## src/rtl/uart_sif_pkg.sv

```systemverilog
package uart_sif_pkg;
  localparam int unsigned REG_W   = 32;
  localparam int unsigned NUM_SRC = 7;
  localparam int unsigned NUM_STICKY = 5;

  localparam int unsigned OFS_DATA = 32'h00;
  localparam int unsigned OFS_IEN  = 32'h04;
  localparam int unsigned OFS_STAT = 32'h10;

  localparam int unsigned BIT_OVR = 0;
  localparam int unsigned BIT_PAR = 2;
  localparam int unsigned BIT_FRM = 3;
  localparam int unsigned BIT_BRK = 4;
  localparam int unsigned BIT_RXR = 5;
  localparam int unsigned BIT_TXE = 7;
  localparam int unsigned BIT_TXC = 8;

  typedef enum int unsigned {
    SRC_RXR = 0, SRC_TXE = 1, SRC_TXC = 2, SRC_BRK = 3,
    SRC_FRM = 4, SRC_PAR = 5, SRC_OVR = 6
  } src_idx_e;

  typedef enum int unsigned {
    STK_OVR = 0, STK_PAR = 1, STK_FRM = 2, STK_BRK = 3, STK_RXR = 4
  } stk_idx_e;
endpackage

```

## src/rtl/uart_sif_txtrack.sv

```systemverilog
module uart_sif_txtrack (
  input  logic clk,
  input  logic rst_n,
  input  logic data_wr,
  input  logic xfer,
  input  logic shift_done,
  output logic tx_empty,
  output logic tx_complete
);
  logic hold_full_q;
  logic shift_busy_q;

  always_ff @(posedge clk) begin
    if (!rst_n) begin
      hold_full_q  <= 1'b0;
      shift_busy_q <= 1'b0;
    end else begin
      // a new write refills the holding register even if a transfer drains it
      if (data_wr)   hold_full_q <= 1'b1;
      else if (xfer) hold_full_q <= 1'b0;
      if (xfer)            shift_busy_q <= 1'b1;
      else if (shift_done) shift_busy_q <= 1'b0;
    end
  end

  assign tx_empty    = !hold_full_q;
  assign tx_complete = !hold_full_q && !shift_busy_q;
endmodule

```

## src/rtl/uart_sif_flags.sv

```systemverilog
module uart_sif_flags #(
  parameter int unsigned N = 5
) (
  input  logic         clk,
  input  logic         rst_n,
  input  logic [N-1:0] set,
  input  logic [N-1:0] clr,
  output logic [N-1:0] q
);
  for (genvar i = 0; i < N; i++) begin : g_flag
    logic f_q;
    always_ff @(posedge clk) begin
      if (!rst_n)      f_q <= 1'b0;
      else if (set[i]) f_q <= 1'b1;   // set has priority over clear
      else if (clr[i]) f_q <= 1'b0;
    end
    assign q[i] = f_q;
  end
endmodule

```

## src/rtl/uart_sif_irq.sv

```systemverilog
module uart_sif_irq #(
  parameter int unsigned N = 7
) (
  input  logic         clk,
  input  logic         rst_n,
  input  logic [N-1:0] flags,
  input  logic [N-1:0] enables,
  output logic         irq
);
  logic pend;
  assign pend = |(flags & enables);

  always_ff @(posedge clk) begin
    if (!rst_n) irq <= 1'b0;
    else        irq <= pend;
  end
endmodule

```

## src/rtl/uart_sif_top.sv

```systemverilog
module uart_sif_top
  import uart_sif_pkg::*;
#(
  parameter int unsigned ADDR_W = 8
) (
  input  logic              clk,
  input  logic              rst_n,
  input  logic              ev_tx_load,
  input  logic              ev_tx_shift_empty,
  input  logic              ev_rx_data,
  input  logic              ev_rx_break,
  input  logic              ev_rx_frame_err,
  input  logic              ev_rx_parity_err,
  input  logic              ev_rx_overrun,
  input  logic              bus_valid,
  input  logic              bus_write,
  input  logic [ADDR_W-1:0] bus_addr,
  input  logic [REG_W-1:0]  bus_wdata,
  output logic [REG_W-1:0]  bus_rdata,
  output logic              irq
);
  localparam logic [ADDR_W-1:0] A_DATA = ADDR_W'(OFS_DATA);
  localparam logic [ADDR_W-1:0] A_IEN  = ADDR_W'(OFS_IEN);
  localparam logic [ADDR_W-1:0] A_STAT = ADDR_W'(OFS_STAT);

  logic hit_data, hit_ien, hit_stat;
  logic wr_data, rd_data, wr_ien, wr_stat;

  assign hit_data = bus_valid && (bus_addr == A_DATA);
  assign hit_ien  = bus_valid && (bus_addr == A_IEN);
  assign hit_stat = bus_valid && (bus_addr == A_STAT);
  assign wr_data  = hit_data &&  bus_write;
  assign rd_data  = hit_data && !bus_write;
  assign wr_ien   = hit_ien  &&  bus_write;
  assign wr_stat  = hit_stat &&  bus_write;

  // transmit occupancy
  logic tx_empty, tx_complete;
  uart_sif_txtrack u_tx (
    .clk         (clk),
    .rst_n       (rst_n),
    .data_wr     (wr_data),
    .xfer        (ev_tx_load),
    .shift_done  (ev_tx_shift_empty),
    .tx_empty    (tx_empty),
    .tx_complete (tx_complete)
  );

  // sticky receive-side flags
  logic [NUM_STICKY-1:0] stk_set, stk_clr, stk_q;
  always_comb begin
    stk_set = '0;
    stk_clr = '0;
    stk_set[STK_OVR] = ev_rx_overrun;
    stk_set[STK_PAR] = ev_rx_parity_err;
    stk_set[STK_FRM] = ev_rx_frame_err;
    stk_set[STK_BRK] = ev_rx_break;
    stk_set[STK_RXR] = ev_rx_data;
    stk_clr[STK_OVR] = wr_stat && bus_wdata[BIT_OVR];
    stk_clr[STK_PAR] = wr_stat && bus_wdata[BIT_PAR];
    stk_clr[STK_FRM] = wr_stat && bus_wdata[BIT_FRM];
    stk_clr[STK_BRK] = wr_stat && bus_wdata[BIT_BRK];
    stk_clr[STK_RXR] = rd_data;
  end

  uart_sif_flags #(.N(NUM_STICKY)) u_flags (
    .clk   (clk),
    .rst_n (rst_n),
    .set   (stk_set),
    .clr   (stk_clr),
    .q     (stk_q)
  );

  // interrupt enables
  logic [NUM_SRC-1:0] ien_q;
  always_ff @(posedge clk) begin
    if (!rst_n)      ien_q <= '0;
    else if (wr_ien) ien_q <= bus_wdata[NUM_SRC-1:0];
  end

  // status word assembly
  logic [REG_W-1:0] status_w;
  always_comb begin
    status_w          = '0;
    status_w[BIT_OVR] = stk_q[STK_OVR];
    status_w[BIT_PAR] = stk_q[STK_PAR];
    status_w[BIT_FRM] = stk_q[STK_FRM];
    status_w[BIT_BRK] = stk_q[STK_BRK];
    status_w[BIT_RXR] = stk_q[STK_RXR];
    status_w[BIT_TXE] = tx_empty;
    status_w[BIT_TXC] = tx_complete;
  end

  // interrupt sources in enable-bit order
  logic [NUM_SRC-1:0] src_vec;
  always_comb begin
    src_vec          = '0;
    src_vec[SRC_RXR] = stk_q[STK_RXR];
    src_vec[SRC_TXE] = tx_empty;
    src_vec[SRC_TXC] = tx_complete;
    src_vec[SRC_BRK] = stk_q[STK_BRK];
    src_vec[SRC_FRM] = stk_q[STK_FRM];
    src_vec[SRC_PAR] = stk_q[STK_PAR];
    src_vec[SRC_OVR] = stk_q[STK_OVR];
  end

  uart_sif_irq #(.N(NUM_SRC)) u_irq (
    .clk     (clk),
    .rst_n   (rst_n),
    .flags   (src_vec),
    .enables (ien_q),
    .irq     (irq)
  );

  // read mux
  always_comb begin
    bus_rdata = '0;
    if (hit_ien && !bus_write)       bus_rdata = REG_W'(ien_q);
    else if (hit_stat && !bus_write) bus_rdata = status_w;
  end
endmodule

```

## config.mk

```make
export PLATFORM = sky130hd
export DESIGN_NAME = uart_sif_top
export DESIGN_NICKNAME = d
export VERILOG_FILES = /design/src/rtl/uart_sif_pkg.sv /design/src/rtl/uart_sif_txtrack.sv /design/src/rtl/uart_sif_flags.sv /design/src/rtl/uart_sif_irq.sv /design/src/rtl/uart_sif_top.sv
export SDC_FILE = /design/constraint.sdc
export NUM_CORES = 1
export LEC_CHECK = 0
export BUFFER_PORTS_ARGS = -buffer_cell sky130_fd_sc_hd__buf_2
export CAP_MARGIN = 0
export CELL_PAD_IN_SITES_DETAIL_PLACEMENT = 1
export CELL_PAD_IN_SITES_GLOBAL_PLACEMENT = 1
export CORE_MARGIN = 2
export CORE_UTILIZATION = 26
export DETAILED_ROUTE_END_ITERATION = 16
export PLACE_DENSITY = 0.82
export SYNTH_ARGS = -nofsm -noshare
export SYNTH_HDL_FRONTEND = slang
export SYNTH_SLANG_ARGS = --single-unit
```

## constraint.sdc

```tcl
create_clock -name clk -period 4.1 [get_ports clk]
set_input_delay 0 -clock clk [delete_from_list [all_inputs] [get_ports clk]]
set_output_delay 0 -clock clk [all_outputs]
set_load 0.05 [all_outputs]
```

Word-level counts from Yosys, hierarchy flattened
Index checks and enable logic that the tools add are counted.
{"block": "word_totals", "regBits": 15, "inputBits": 51, "output_inout_bits": 33}
{"block": "classes", "eq_ne": 2, "muxes": 16, "n_bitwise": 1, "reduce_logical": 26}
{"operator": "$mux W9", "n": 2}
{"operator": "$logic_and A1 B1 Y1", "n": 14}
{"operator": "$mux W1", "n": 14}
{"operator": "$reduce_bool A2 Y1", "n": 7}
{"operator": "$eq A8 B3 Y1 const B", "n": 1}
{"operator": "$eq A8 B5 Y1 const B", "n": 1}
{"operator": "$logic_not A8 Y1", "n": 1}
{"operator": "$and A7 B7 Y7", "n": 1}
{"operator": "$reduce_or A7 Y1", "n": 1}
{"operator": "$logic_not A1 Y1", "n": 3}

Longest topological paths before layout
Gate-level depths: netlist (run 1).
{"block": "logic_depth", "depth_word": 6, "ltp_mapped": 4, "ltp_nobuf": 3}

By module
Synthesis (run 1) repeated with hierarchy kept, for this count alone.
{"block": "hier_totals", "cells_unflattened": 112, "hier_area_um2": 1054.8}
{"mod": "uart_sif_top", "instances": 1, "cells_each": 78, "area_per_inst_um2": 680.7, "seq_area_each_um2": 140.1}
{"mod": "uart_sif_flags", "instances": 1, "cells_each": 20, "area_per_inst_um2": 244.0, "seq_area_each_um2": 100.1}
{"mod": "uart_sif_txtrack", "instances": 1, "cells_each": 8, "area_per_inst_um2": 75.1, "seq_area_each_um2": 40.0}
{"mod": "uart_sif_irq", "instances": 1, "cells_each": 6, "area_per_inst_um2": 55.1, "seq_area_each_um2": 20.0}

Least setup slack after synthesis (run 1)
Ideal clock, no wire load.
{"block": "synth_path", "path_type": "input-to-output", "startpoint": "input bus_addr[5]", "endpoint": "output bus_rdata[8]", "arrival_time_ns": 2.244, "t_required_ns": 4.100, "path_slack_ns": 1.856, "path_stages": 4, "path_buffers": 1, "path_cell_list": "or4b_1 buf_6 nor4b_4 nor3b_1"}
{"block": "synth_between", "elab_chain_len": 5}
{"item": "start: declaration", "line_no": "uart_sif_top.sv:17", "text": "input logic [ADDR_W-1:0] bus_addr,"}
{"item": "$eq A8 B5 Y1", "line_no": "uart_sif_top.sv:31", "text": "assign hit_stat = bus_valid && (bus_addr == A_STAT);"}
{"item": "$logic_and A1 B1 Y1", "line_no": "uart_sif_top.sv:31"}
{"item": "$logic_and A1 B1 Y1", "line_no": "uart_sif_top.sv:119", "text": "else if (hit_stat && !bus_write) bus_rdata = status_w;"}
{"item": "$mux W9", "line_no": "uart_sif_top.sv:119"}
{"item": "$mux W9 *", "line_no": "uart_sif_top.sv:118", "text": "if (hit_ien && !bus_write) bus_rdata = REG_W'(ien_q);"}
{"item": "end: declaration", "line_no": "uart_sif_top.sv:19", "text": "output logic [REG_W-1:0] bus_rdata,"}
Mark *: on every way between the ends. The rest lies on a longest branch, timed or not.

Final worst setup path (run 1)
{"block": "layout_path", "startpoint": "input bus_addr[5]", "endpoint": "register u_flags.g_flag[3].f_q"}
{"block": "layout_between", "elab_chain_len": 5}
{"item": "$eq A8 B5 Y1", "line_no": "uart_sif_top.sv:31"}
{"item": "$logic_and A1 B1 Y1", "line_no": "uart_sif_top.sv:31"}
{"item": "$logic_and A1 B1 Y1", "line_no": "uart_sif_top.sv:35", "text": "assign wr_stat = hit_stat && bus_write;"}
{"item": "$logic_and A1 B1 Y1", "line_no": "uart_sif_top.sv:62", "text": "stk_clr[STK_BRK] = wr_stat && bus_wdata[BIT_BRK];"}
{"item": "$reduce_bool A2 Y1 (no source line)"}
{"item": "end signal: assignment", "line_no": "uart_sif_flags.sv:13", "text": "if (!rst_n) f_q <= 1'b0;"}
{"item": "end signal: assignment", "line_no": "uart_sif_flags.sv:14", "text": "else if (set[i]) f_q <= 1'b1;"}
{"item": "end signal: assignment", "line_no": "uart_sif_flags.sv:15", "text": "else if (clr[i]) f_q <= 1'b0;"}
{"item": "end: declaration", "line_no": "uart_sif_flags.sv:11", "text": "logic f_q;"}
No other way between the ends.
A chain may end at the register's enable or synchronous reset.

==> results.py, run 1 <==
metrics = {
    "outcome": {
        "outcome": "finished clean",
    },
    "floorplanning": {
        "fp-row-count": 21,
        "start_util": 0.277,
        "die_height_um": 64.3,
        "pin_count": 84,
        "core-area_mm2": 0.00342,
        "dieArea_mm2": 0.00413,
        "fp.dieW_um": 64.3,
    },
    "yosys": {
        "ys_warn_count": 0,
        "synth_area_um2": 945,
        "ys_types": 26,
        "syn_inst": 108,
        "seq_area_frac_synth": 0.318,
        "syn_avg_cell_area_um2": 8.75,
        "ys_ff_latch": 15,
    },
    "timing": {
        "finalCritPeriodShare": 0.492,
        "min_period_ps": 2020,
        "max-slew-margin-rel": 0.547,
        "finalMaxSlewViolations": 0,
        "max_freq_mhz": 496,
        "fin_skew_ps": 2.52,
        "worst-slew-pin-transition_ps": 674,
        "hold_violations": 0,
        "whs_ps": 25.9,
        "rsz0062_at_grt": "false",
        "final.setup.tns_ps": 0,
        "fin_ws_ps": 2080,
        "finalSetupViolCount": 0,
    },
    "worst_setup_path": {
        "cp_cell_sequence": "buf_2 -> or4b_1 -> nor3_1 -> a31oi_1 -> dlygate4sd3_1",
        "path_class": "in2reg",
        "rrSetupSlack_ps": 2830,
        "critical_path.endpoint_type": "flop",
        "crit_path_start_kind": "input pin",
        "cp.required_ps": 4270,
        "cp_max_fo": 6,
        "critPathMaxStageDelay_ps": 700,
        "cp_slowest_cell": "or4b_1",
        "critPathArrivalTime_ps": 2190,
    },
    "clocking": {
        "clk_latency_ps": 280,
        "cts_tree": "built",
        "cts_max_level": 1,
        "cts.sinks": 15,
        "cts_setup_buffers": 0,
        "numCtsBuffers": 3,
        "cts_root_buffer": "clkbuf_4",
        "clkTransAtPathRegs_ps": 100,
        "cts_buffer_depth": 2,
    },
    "finish": {
        "nets": 208,
        "area_growth_pct": 29.8,
        "insertedDiodeCount": 0,
        "final_common_cell": "buf_2",
        "drive_above_1_share": 0.269,
        "final_cell_mix": "35 x buf_2, 23 x conb_1, 15 x nand2_1, 15 x dfxtp_1, 13 x dlygate4sd3_1",
    },
    "detailed_routing": {
        "first_pass_iters": 5,
        "viasPerCell": 4.24,
        "drtAntennaViolNets": 0,
        "wirelength_um": 2410,
        "drt_iter0_drc": 34,
        "vias": 856,
        "routedWlPerCell_um": 11.9,
        "drc": 0,
    },
    "flow_run": {
        "max_cap_viol_count": 0,
    },
    "pwr": {
        "p_per_area_mw_per_mm2": 266,
        "ir_worst_vdd_uv": 131,
        "power_leakage_uw": 0.000582,
        "p_total_uw": 327,
    },
    "placed_design": {
        "hpwl_um": 1810,
        "place.gp.congestion": 0.756,
        "numPortBuffers": 35,
        "place_ws_ps": 2220,
    },
    "global_routing": {
        "grt_pass1_vias": 867,
        "grt-ovfl-total": 0,
        "grt_pass1_wl_um": 3860,
        "grt_use_total": 0.119,
        "grt_max_degree": 20,
        "antenna_found_initial": 0,
    },
    "min_path": {
        "hold_path.class": "in2reg",
    },
}
## cells by family (layout without fill, tap and decap cells)
kind of cell    after synthesis  count (layout)  share of synthesized area
compound gates               21              21                      0.152
mux                           7               7                     0.0742
buf+inv                      34              60                      0.234
other cells                   1              23                    0.00397
simple gates                 30              30                      0.217
flops                        15              15                      0.318
## power by group
| group | total (uW) | switching, uW | internal [uW] |
|---|---|---|---|
| logic | 86.3 | 63.8 | 22.5 |
| clock network | 86.8 | 50.6 | 36.2 |
| registers | 153 | 3.62 | 150 |
## sequential cells by signal, indices dropped and copies added, names as in the netlist
signal              cells
ien_q                   7
u_tx.hold_full_q        1
u_irq.irq               1
u_flags.g_flag.f_q      5
u_tx.shift_busy_q       1
## layout make-up
class	instances	area (um2)
Clock inverter	1	5.00
Fill cell	440	2190
Clock buffer	3	22.5
Timing Repair Buffer	48	305
Sequential cell	15	300
Tap cell	46	57.6
Multi-Input combinational cell	81	505
Inverter	8	30.0
## routing by layer
| layer | routed length [um] | vias up | share of wire | track usage |
|---|---|---|---|---|
| li1 | - | 423 | - | - |
| met1 | 1010 | 393 | 0.42 | 0.136 |
| met2 | 1200 | 40 | 0.50 | 0.220 |
| met3 | 194 | 0 | 0.081 | 0.0317 |
| met4 | 0 | 0 | 0 | 0.0239 |
| met5 | 0 | - | 0 | 0 |
## path summary, 6_finish.rpt
check,from,endpoint,cells past startpoint
min,ev_tx_shift_empty,u_tx.shift_busy_q,4
max,bus_addr[5],u_flags.g_flag[3].f_q,5
min reg2reg,ien_q[6],ien_q[6],2
max reg2reg,u_flags.g_flag[3].f_q,u_flags.g_flag[3].f_q,3
## cell usage after synthesis
cell type  instances  area share
conb_1             1      0.0040
o21bai_1           1      0.0079
nor2b_1            2       0.013
buf_4             23        0.18
buf_6              1       0.012
a222oi_1           1       0.011
o21ai_0            4       0.021
inv_1              8       0.032
a22oi_1            1      0.0079
dfxtp_1           15        0.32
a22o_1             5       0.046
nand2b_1           1      0.0066
nor2_1             1      0.0040
or4b_1             2       0.021
a21oi_1            3       0.016
nor3_1             1      0.0053
a31oi_1            5       0.033
nor3b_1            1      0.0079
mux2i_1            7       0.074
or4_1              2       0.016
clkbuf_1           2      0.0079
nor4b_4            1       0.025
and2_1             2       0.013
o41ai_1            1      0.0093
nand2_1           15       0.060
nor4_4             2       0.045
## critical path, delay by kind of cell
kind / cells / cell delay, ps
compound gates: 1 / 170
buf+inv: 2 / 690
simple gates: 2 / 1320
## stage by stage
step	std cells	util	instance area, um2
finish	202	0.359	1230
global route	202	0.359	1230
CTS	202	0.359	1230
detailed placement	185	0.313	1070
global placement	185	0.313	1070
floorplan	130	-	1030
## what timing repair did
action                                 CTS  global route
hold buffers                            13             0
gates resized for setup                  0             0
endpoints found under the hold margin   14             0
No activity file was read; power rests on OpenSTA's default activity.
==> inputs of run 2 (changes only) <==
--- a/config.mk
+++ b/config.mk
@@ -10,9 +10,9 @@
 export CELL_PAD_IN_SITES_DETAIL_PLACEMENT = 1
 export CELL_PAD_IN_SITES_GLOBAL_PLACEMENT = 1
 export CORE_MARGIN = 2
-export CORE_UTILIZATION = 26
+export CORE_UTILIZATION = 24
 export DETAILED_ROUTE_END_ITERATION = 16
-export PLACE_DENSITY = 0.82
+export PLACE_DENSITY = 0.77
 export SYNTH_ARGS = -nofsm -noshare
 export SYNTH_HDL_FRONTEND = slang
 export SYNTH_SLANG_ARGS = --single-unit
==> constraint.sdc (replaced) <==
create_clock -name clk -period 1.9 [get_ports clk]
set_input_delay 0 -clock clk [delete_from_list [all_inputs] [get_ports clk]]
set_output_delay 0 -clock clk [all_outputs]
set_load 0.05 [all_outputs]
==> results.py, run 2 (synthesized netlist as in run 1, its figures left out) <==
metrics = {
    "pwr": {
        "p_per_area_mw_per_mm2": 626,
        "power_leakage_uw": 0.000581,
        "ir_worst_vdd_uv": 183,
    },
    "finish": {
        "insertedDiodeCount": 0,
        "nets": 205,
        "regMostFlops": "ien_q",
        "final_cell_mix": "35 x buf_2, 23 x conb_1, 15 x nand2_1, 15 x dfxtp_1, 8 x inv_1",
        "reg.largest.list": "ien_q: 7 flops, u_flags.g_flag.f_q: 5 flops",
        "area_growth_pct": 28.3,
        "multi_input_area_um2": 510,
        "largest_register_ffs": 7,
        "final_common_cell": "buf_2",
        "final-seq-area_um2": 300,
        "drive_above_1_share": 0.307,
        "nFillCells": 467,
    },
    "timing": {
        "finalMaxSlewViolations": 0,
        "rsz0062_at_grt": "false",
        "whs_ps": 1.66,
        "max_freq_mhz": 582,
        "finalSetupViolCount": 0,
        "finalCritPeriodShare": 0.904,
        "hold_violations": 0,
        "fin_ws_ps": 182,
        "final.setup.tns_ps": 0,
        "fin_skew_ps": 1.82,
        "min_period_ps": 1720,
    },
    "placed_design": {
        "place_ws_ps": 191,
        "numPortBuffers": 35,
        "place.gp.congestion": 0.769,
        "hpwl_um": 1770,
    },
    "global_routing": {
        "grt_util_met2": 0.193,
        "grt-ovfl-total": 0,
        "antenna_found_initial": 0,
        "gr-usage-met3": 0.00676,
        "grt_busiest_layer": "met2",
        "grt_pass1_wl_um": 3630,
        "grt_max_degree": 20,
        "grt_pass1_vias": 794,
        "grt_use_total": 0.107,
        "gr-usage-met1": 0.125,
    },
    "flow_run": {
        "max_cap_viol_count": 0,
    },
    "worst_setup_path": {
        "crit_path_start": "bus_addr[5]",
        "cp_cell_sequence": "buf_2 -> or4b_1 -> nor4_4 -> a22o_1 -> buf_2",
        "cp_num_buf_inv": 2,
        "cp_slowest_cell": "or4b_1",
        "critical_path.endpoint_type": "output pin",
        "critPathMaxStageDelay_ps": 650,
        "critPathTopFamily": "simple AND/OR/NAND/NOR gates",
        "path_class": "in2out",
        "cp.required_ps": 1900,
        "rr_startpoint": "ien_q[4]",
        "critPathArrivalTime_ps": 1720,
        "crit_path_start_kind": "input pin",
        "path_common_cell": "buf_2",
        "cp_max_fo": 7,
    },
    "min_path": {
        "worstHoldStart": "bus_wdata[6]",
        "hold_path.class": "in2reg",
    },
    "floorplanning": {
        "core-area_mm2": 0.00372,
        "start_util": 0.254,
        "dieArea_mm2": 0.00445,
        "fp.dieW_um": 66.7,
        "fp-row-count": 22,
        "pin_count": 84,
        "die_height_um": 66.7,
    },
    "detailed_routing": {
        "vias": 839,
        "routedWlPerCell_um": 11.4,
        "drtAntennaViolNets": 0,
        "drc": 0,
        "wirelength_um": 2290,
        "viasPerCell": 4.17,
        "first_pass_iters": 4,
        "drt_iter0_drc": 32,
    },
    "clocking": {
        "clkTransAtPathRegs_ps": 60,
        "cts-resized-gates": 0,
        "cts_max_level": 1,
        "numCtsBuffers": 3,
        "clk_latency_ps": 240,
        "cts_root_buffer": "clkbuf_8",
        "cts_buffer_depth": 2,
        "cts_tree": "built",
        "cts.sinks": 15,
    },
    "outcome": {
        "outcome": "finished clean",
    },
}
-- run 2: changes by cell type in the layout (fill, tap and decap cells not counted) --
cell | previous run | this run
clkbuf_8 | 0 | 3
buf_4 | 0 | 4
clkbuf_4 | 3 | 0
dlygate4sd3_1 | 13 | 6
nor3b_1 | 1 | 0
nor3b_2 | 0 | 1
-- run 2: worst paths after layout --
| kind | depth (start not counted) | endpoint | slack (ps) |
|---|---|---|---|
| min reg2reg | 2 | ien_q[6] | 470 |
| max reg2reg | 2 | u_irq.irq | 980 |
| min | 3 | ien_q[6] | 2 |
| max | 5 | bus_rdata[5] | 180 |
-- run 2: cell type report --
cell class                 count  area share
sequential                    15       0.248
inverter                       8      0.0248
timing repair buffer          45       0.219
multi-input combinational     81       0.421
clock buffer                   3      0.0341
tap                           48      0.0495
clock inverter                 1     0.00413
-- run 2: timing repair --
item,4_1_cts,5_1_grt
endpoints found under the hold margin,6,0
hold buffers,6,0
buffers inserted,0,0
-- run 2: metrics by stage --
step                      cells   util  instance area [um2]  power [uW]
final                       201  0.326                 1210         759
after global routing        201  0.326                 1210         796
after CTS                   201  0.326                 1210         765
after detailed placement    191  0.298                 1110         502
after global placement      191  0.298                 1110         499
after floorplan             130      -                 1030         500
-- run 2: report_power, final --
group	switching, uW	internal (uW)	leakage [uW]
clock network	108	145	0.0000255
registers	8.48	324	0.000123
logic	135	38.2	0.000432
total	252	507	0.000581
-- run 2: tightest hold or removal path: cells and delay by family --
| family | cells | cell delay (ps) |
|---|---|---|
| buffers and inverters | 1 | 100 |
| muxes | 1 | 50 |
| and+or+nand+nor | 1 | 50 |
-- run 2: metal layers --
layer	up-vias	part of all wire	routed length, um
li1	417	-	-
met1	385	0.42	961
met2	33	0.50	1150
met3	4	0.053	121
met4	0	0.024	54
met5	-	0	0
==> inputs of run 3 (changes only) <==
--- a/config.mk
+++ b/config.mk
@@ -10,9 +10,10 @@
 export CELL_PAD_IN_SITES_DETAIL_PLACEMENT = 1
 export CELL_PAD_IN_SITES_GLOBAL_PLACEMENT = 1
 export CORE_MARGIN = 2
-export CORE_UTILIZATION = 24
+export CORE_UTILIZATION = 26
 export DETAILED_ROUTE_END_ITERATION = 16
 export PLACE_DENSITY = 0.77
 export SYNTH_ARGS = -nofsm -noshare
 export SYNTH_HDL_FRONTEND = slang
+export SYNTH_HIERARCHICAL = 1
 export SYNTH_SLANG_ARGS = --single-unit
==> results.py, run 3 <==
metrics = {
    "outcome": {
        "outcome": "finished clean",
    },
    "timing": {
        "hold_violations": 0,
        "finalMaxSlewViolations": 0,
        "fin_skew_ps": 1.66,
        "worst-slew-pin-transition_ps": 519,
        "whs_ps": 18.5,
        "finalSetupViolCount": 0,
        "min_period_ps": 1640,
        "max_freq_mhz": 610,
        "max-slew-margin-rel": 0.651,
        "finalCritPeriodShare": 0.863,
        "final.setup.tns_ps": 0,
        "rsz0062_at_grt": "false",
    },
    "global_routing": {
        "grt_busiest_layer": "met2",
        "antenna_found_initial": 0,
        "gr-usage-met1": 0.124,
        "gr-usage-met3": 0.0317,
        "grt_pass1_wl_um": 3730,
        "grt_max_degree": 23,
        "grt_util_met2": 0.194,
        "grt_use_total": 0.110,
        "grt_pass1_vias": 858,
        "grt-ovfl-total": 0,
    },
    "yosys": {
        "synth_area_mm2": 0.00105,
        "yosys.area.top_type": "dfxtp_1",
        "synth_ff_type": "dfxtp_1",
        "ys_ff_latch": 15,
        "seq_area_frac_synth": 0.285,
        "yosysMostFrequentCell": "buf_4",
        "syn_inst": 112,
        "syn_avg_cell_area_um2": 9.42,
        "ys_warn_count": 6,
        "async_reset_ff_frac": 0,
        "synth_area_leaders": "dfxtp_1 28%, buf_4 20%, mux2i_1 6.6%",
        "synth_commonest_cells": "28 x buf_4, 15 x dfxtp_1, 14 x nand2_1, 7 x mux2i_1, 7 x o21a_1",
        "netlist.area_leader.share": 0.285,
        "synth_edf_count": 0,
        "ys_types": 24,
    },
    "clocking": {
        "cts_max_level": 1,
        "cts_setup_buffers": 0,
        "clk_latency_ps": 250,
        "numCtsBuffers": 3,
        "cts-resized-gates": 0,
        "cts_root_buffer": "clkbuf_8",
        "cts_buffer_depth": 2,
        "cts_tree": "built",
        "clkTransAtPathRegs_ps": 60,
        "cts.sinks": 15,
    },
    "finish": {
        "final_common_cell": "buf_2",
        "insertedDiodeCount": 0,
        "final_cell_mix": "35 x buf_2, 23 x conb_1, 15 x dfxtp_1",
        "reg.largest.list": "ien_q: 7 flops, u_flags/g_flag.f_q: 5 flops",
        "regMostFlops": "ien_q",
        "drive_above_1_share": 0.320,
        "largest_register_ffs": 7,
        "area_growth_pct": 23.3,
        "nets": 205,
    },
    "placed_design": {
        "numPortBuffers": 35,
        "place.gp.congestion": 0.749,
        "hpwl_um": 1820,
    },
    "floorplanning": {
        "dieArea_mm2": 0.00458,
        "fp.dieW_um": 67.7,
        "pin_count": 84,
        "core-area_mm2": 0.00394,
        "fp-row-count": 23,
        "die_height_um": 67.7,
        "start_util": 0.268,
    },
    "worst_setup_path": {
        "critical_path.endpoint_type": "output pin",
        "critPathArrivalTime_ps": 1640,
        "cp_max_fo": 7,
        "crit_path_start_kind": "input pin",
        "cp.required_ps": 1900,
        "r2r_cells": 2,
        "path_class": "in2out",
    },
    "pwr": {
        "power_leakage_uw": 0.000597,
        "p_total_uw": 779,
        "p_per_area_mw_per_mm2": 600,
        "ir_worst_vdd_uv": 359,
    },
    "detailed_routing": {
        "wirelength_um": 2290,
        "drc": 0,
        "vias": 868,
        "drt_iter0_drc": 18,
        "routedWlPerCell_um": 11.3,
        "viasPerCell": 4.28,
        "first_pass_iters": 5,
        "drtAntennaViolNets": 0,
    },
    "min_path": {
        "hold_path.class": "in2reg",
        "hold_path_depth": 3,
    },
    "flow_run": {
        "max_cap_viol_count": 0,
    },
}
## run 3: path summary, 6_finish.rpt
| path | end | from | slack (ps) |
|---|---|---|---|
| worst max register to register | u_irq/irq | u_flags/g_flag[3].f_q | 960 |
| worst min register to register | ien_q[1] | ien_q[1] | 480 |
| worst min-delay path | ien_q[4] | bus_wdata[4] | 20 |
| worst max-delay path | bus_rdata[4] | bus_addr[7] | 260 |
## run 3: what timing repair did
item,4_1_cts,5_1_grt
endpoints found under the setup margin,0,0
endpoints found under the hold margin,10,0
hold buffers,10,0
## run 3: cells by family after synthesis
| family | Yosys count | share of synthesized area |
|---|---|---|
| other cells | 1 | 0.00356 |
| simple gates | 39 | 0.297 |
| buf+inv | 34 | 0.228 |
| flops | 15 | 0.285 |
| compound gates | 16 | 0.121 |
| mux | 7 | 0.0664 |
## run 3: metrics by stage
| step | cells | area [um2] | worst slack, ps | utilization |
|---|---|---|---|---|
| after floorplan | 134 | 1140 | 385 | - |
| after global placement | 189 | 1150 | 251 | 0.293 |
| after detailed placement | 189 | 1150 | 261 | 0.293 |
| after CTS | 203 | 1300 | 256 | 0.330 |
| after global routing | 203 | 1300 | 130 | 0.330 |
| final | 203 | 1300 | 260 | 0.330 |
## run 3: critical path, stage by stage
cell and delay, ps:
buf_2 90, or4_4 600, nor4b_4 450, a22o_1 230, buf_2 260
## run 3: final cells by class
type | instances | area (um2)
Clock inverter | 1 | 5.00
Clock buffer | 3 | 41.3
Sequential cell | 15 | 300
Inverter | 3 | 11.3
Fill cell | 485 | 2640
Tap cell | 50 | 62.6
Multi-Input combinational cell | 85 | 597
Timing Repair Buffer | 46 | 283
## run 3: routing by layer
layer	part of all wire	vias to the layer above	wire length (um)
met5	0	-	0
met4	0.013	0	29
met3	0.074	5	170
met2	0.49	33	1120
met1	0.42	409	961
li1	-	421	-
## run 3: report_power, final
part / internal [uW] / switching, uW
Sequential: 324 / 7.18
Combinational: 53.6 / 136
Clock: 145 / 114
Total: 523 / 257
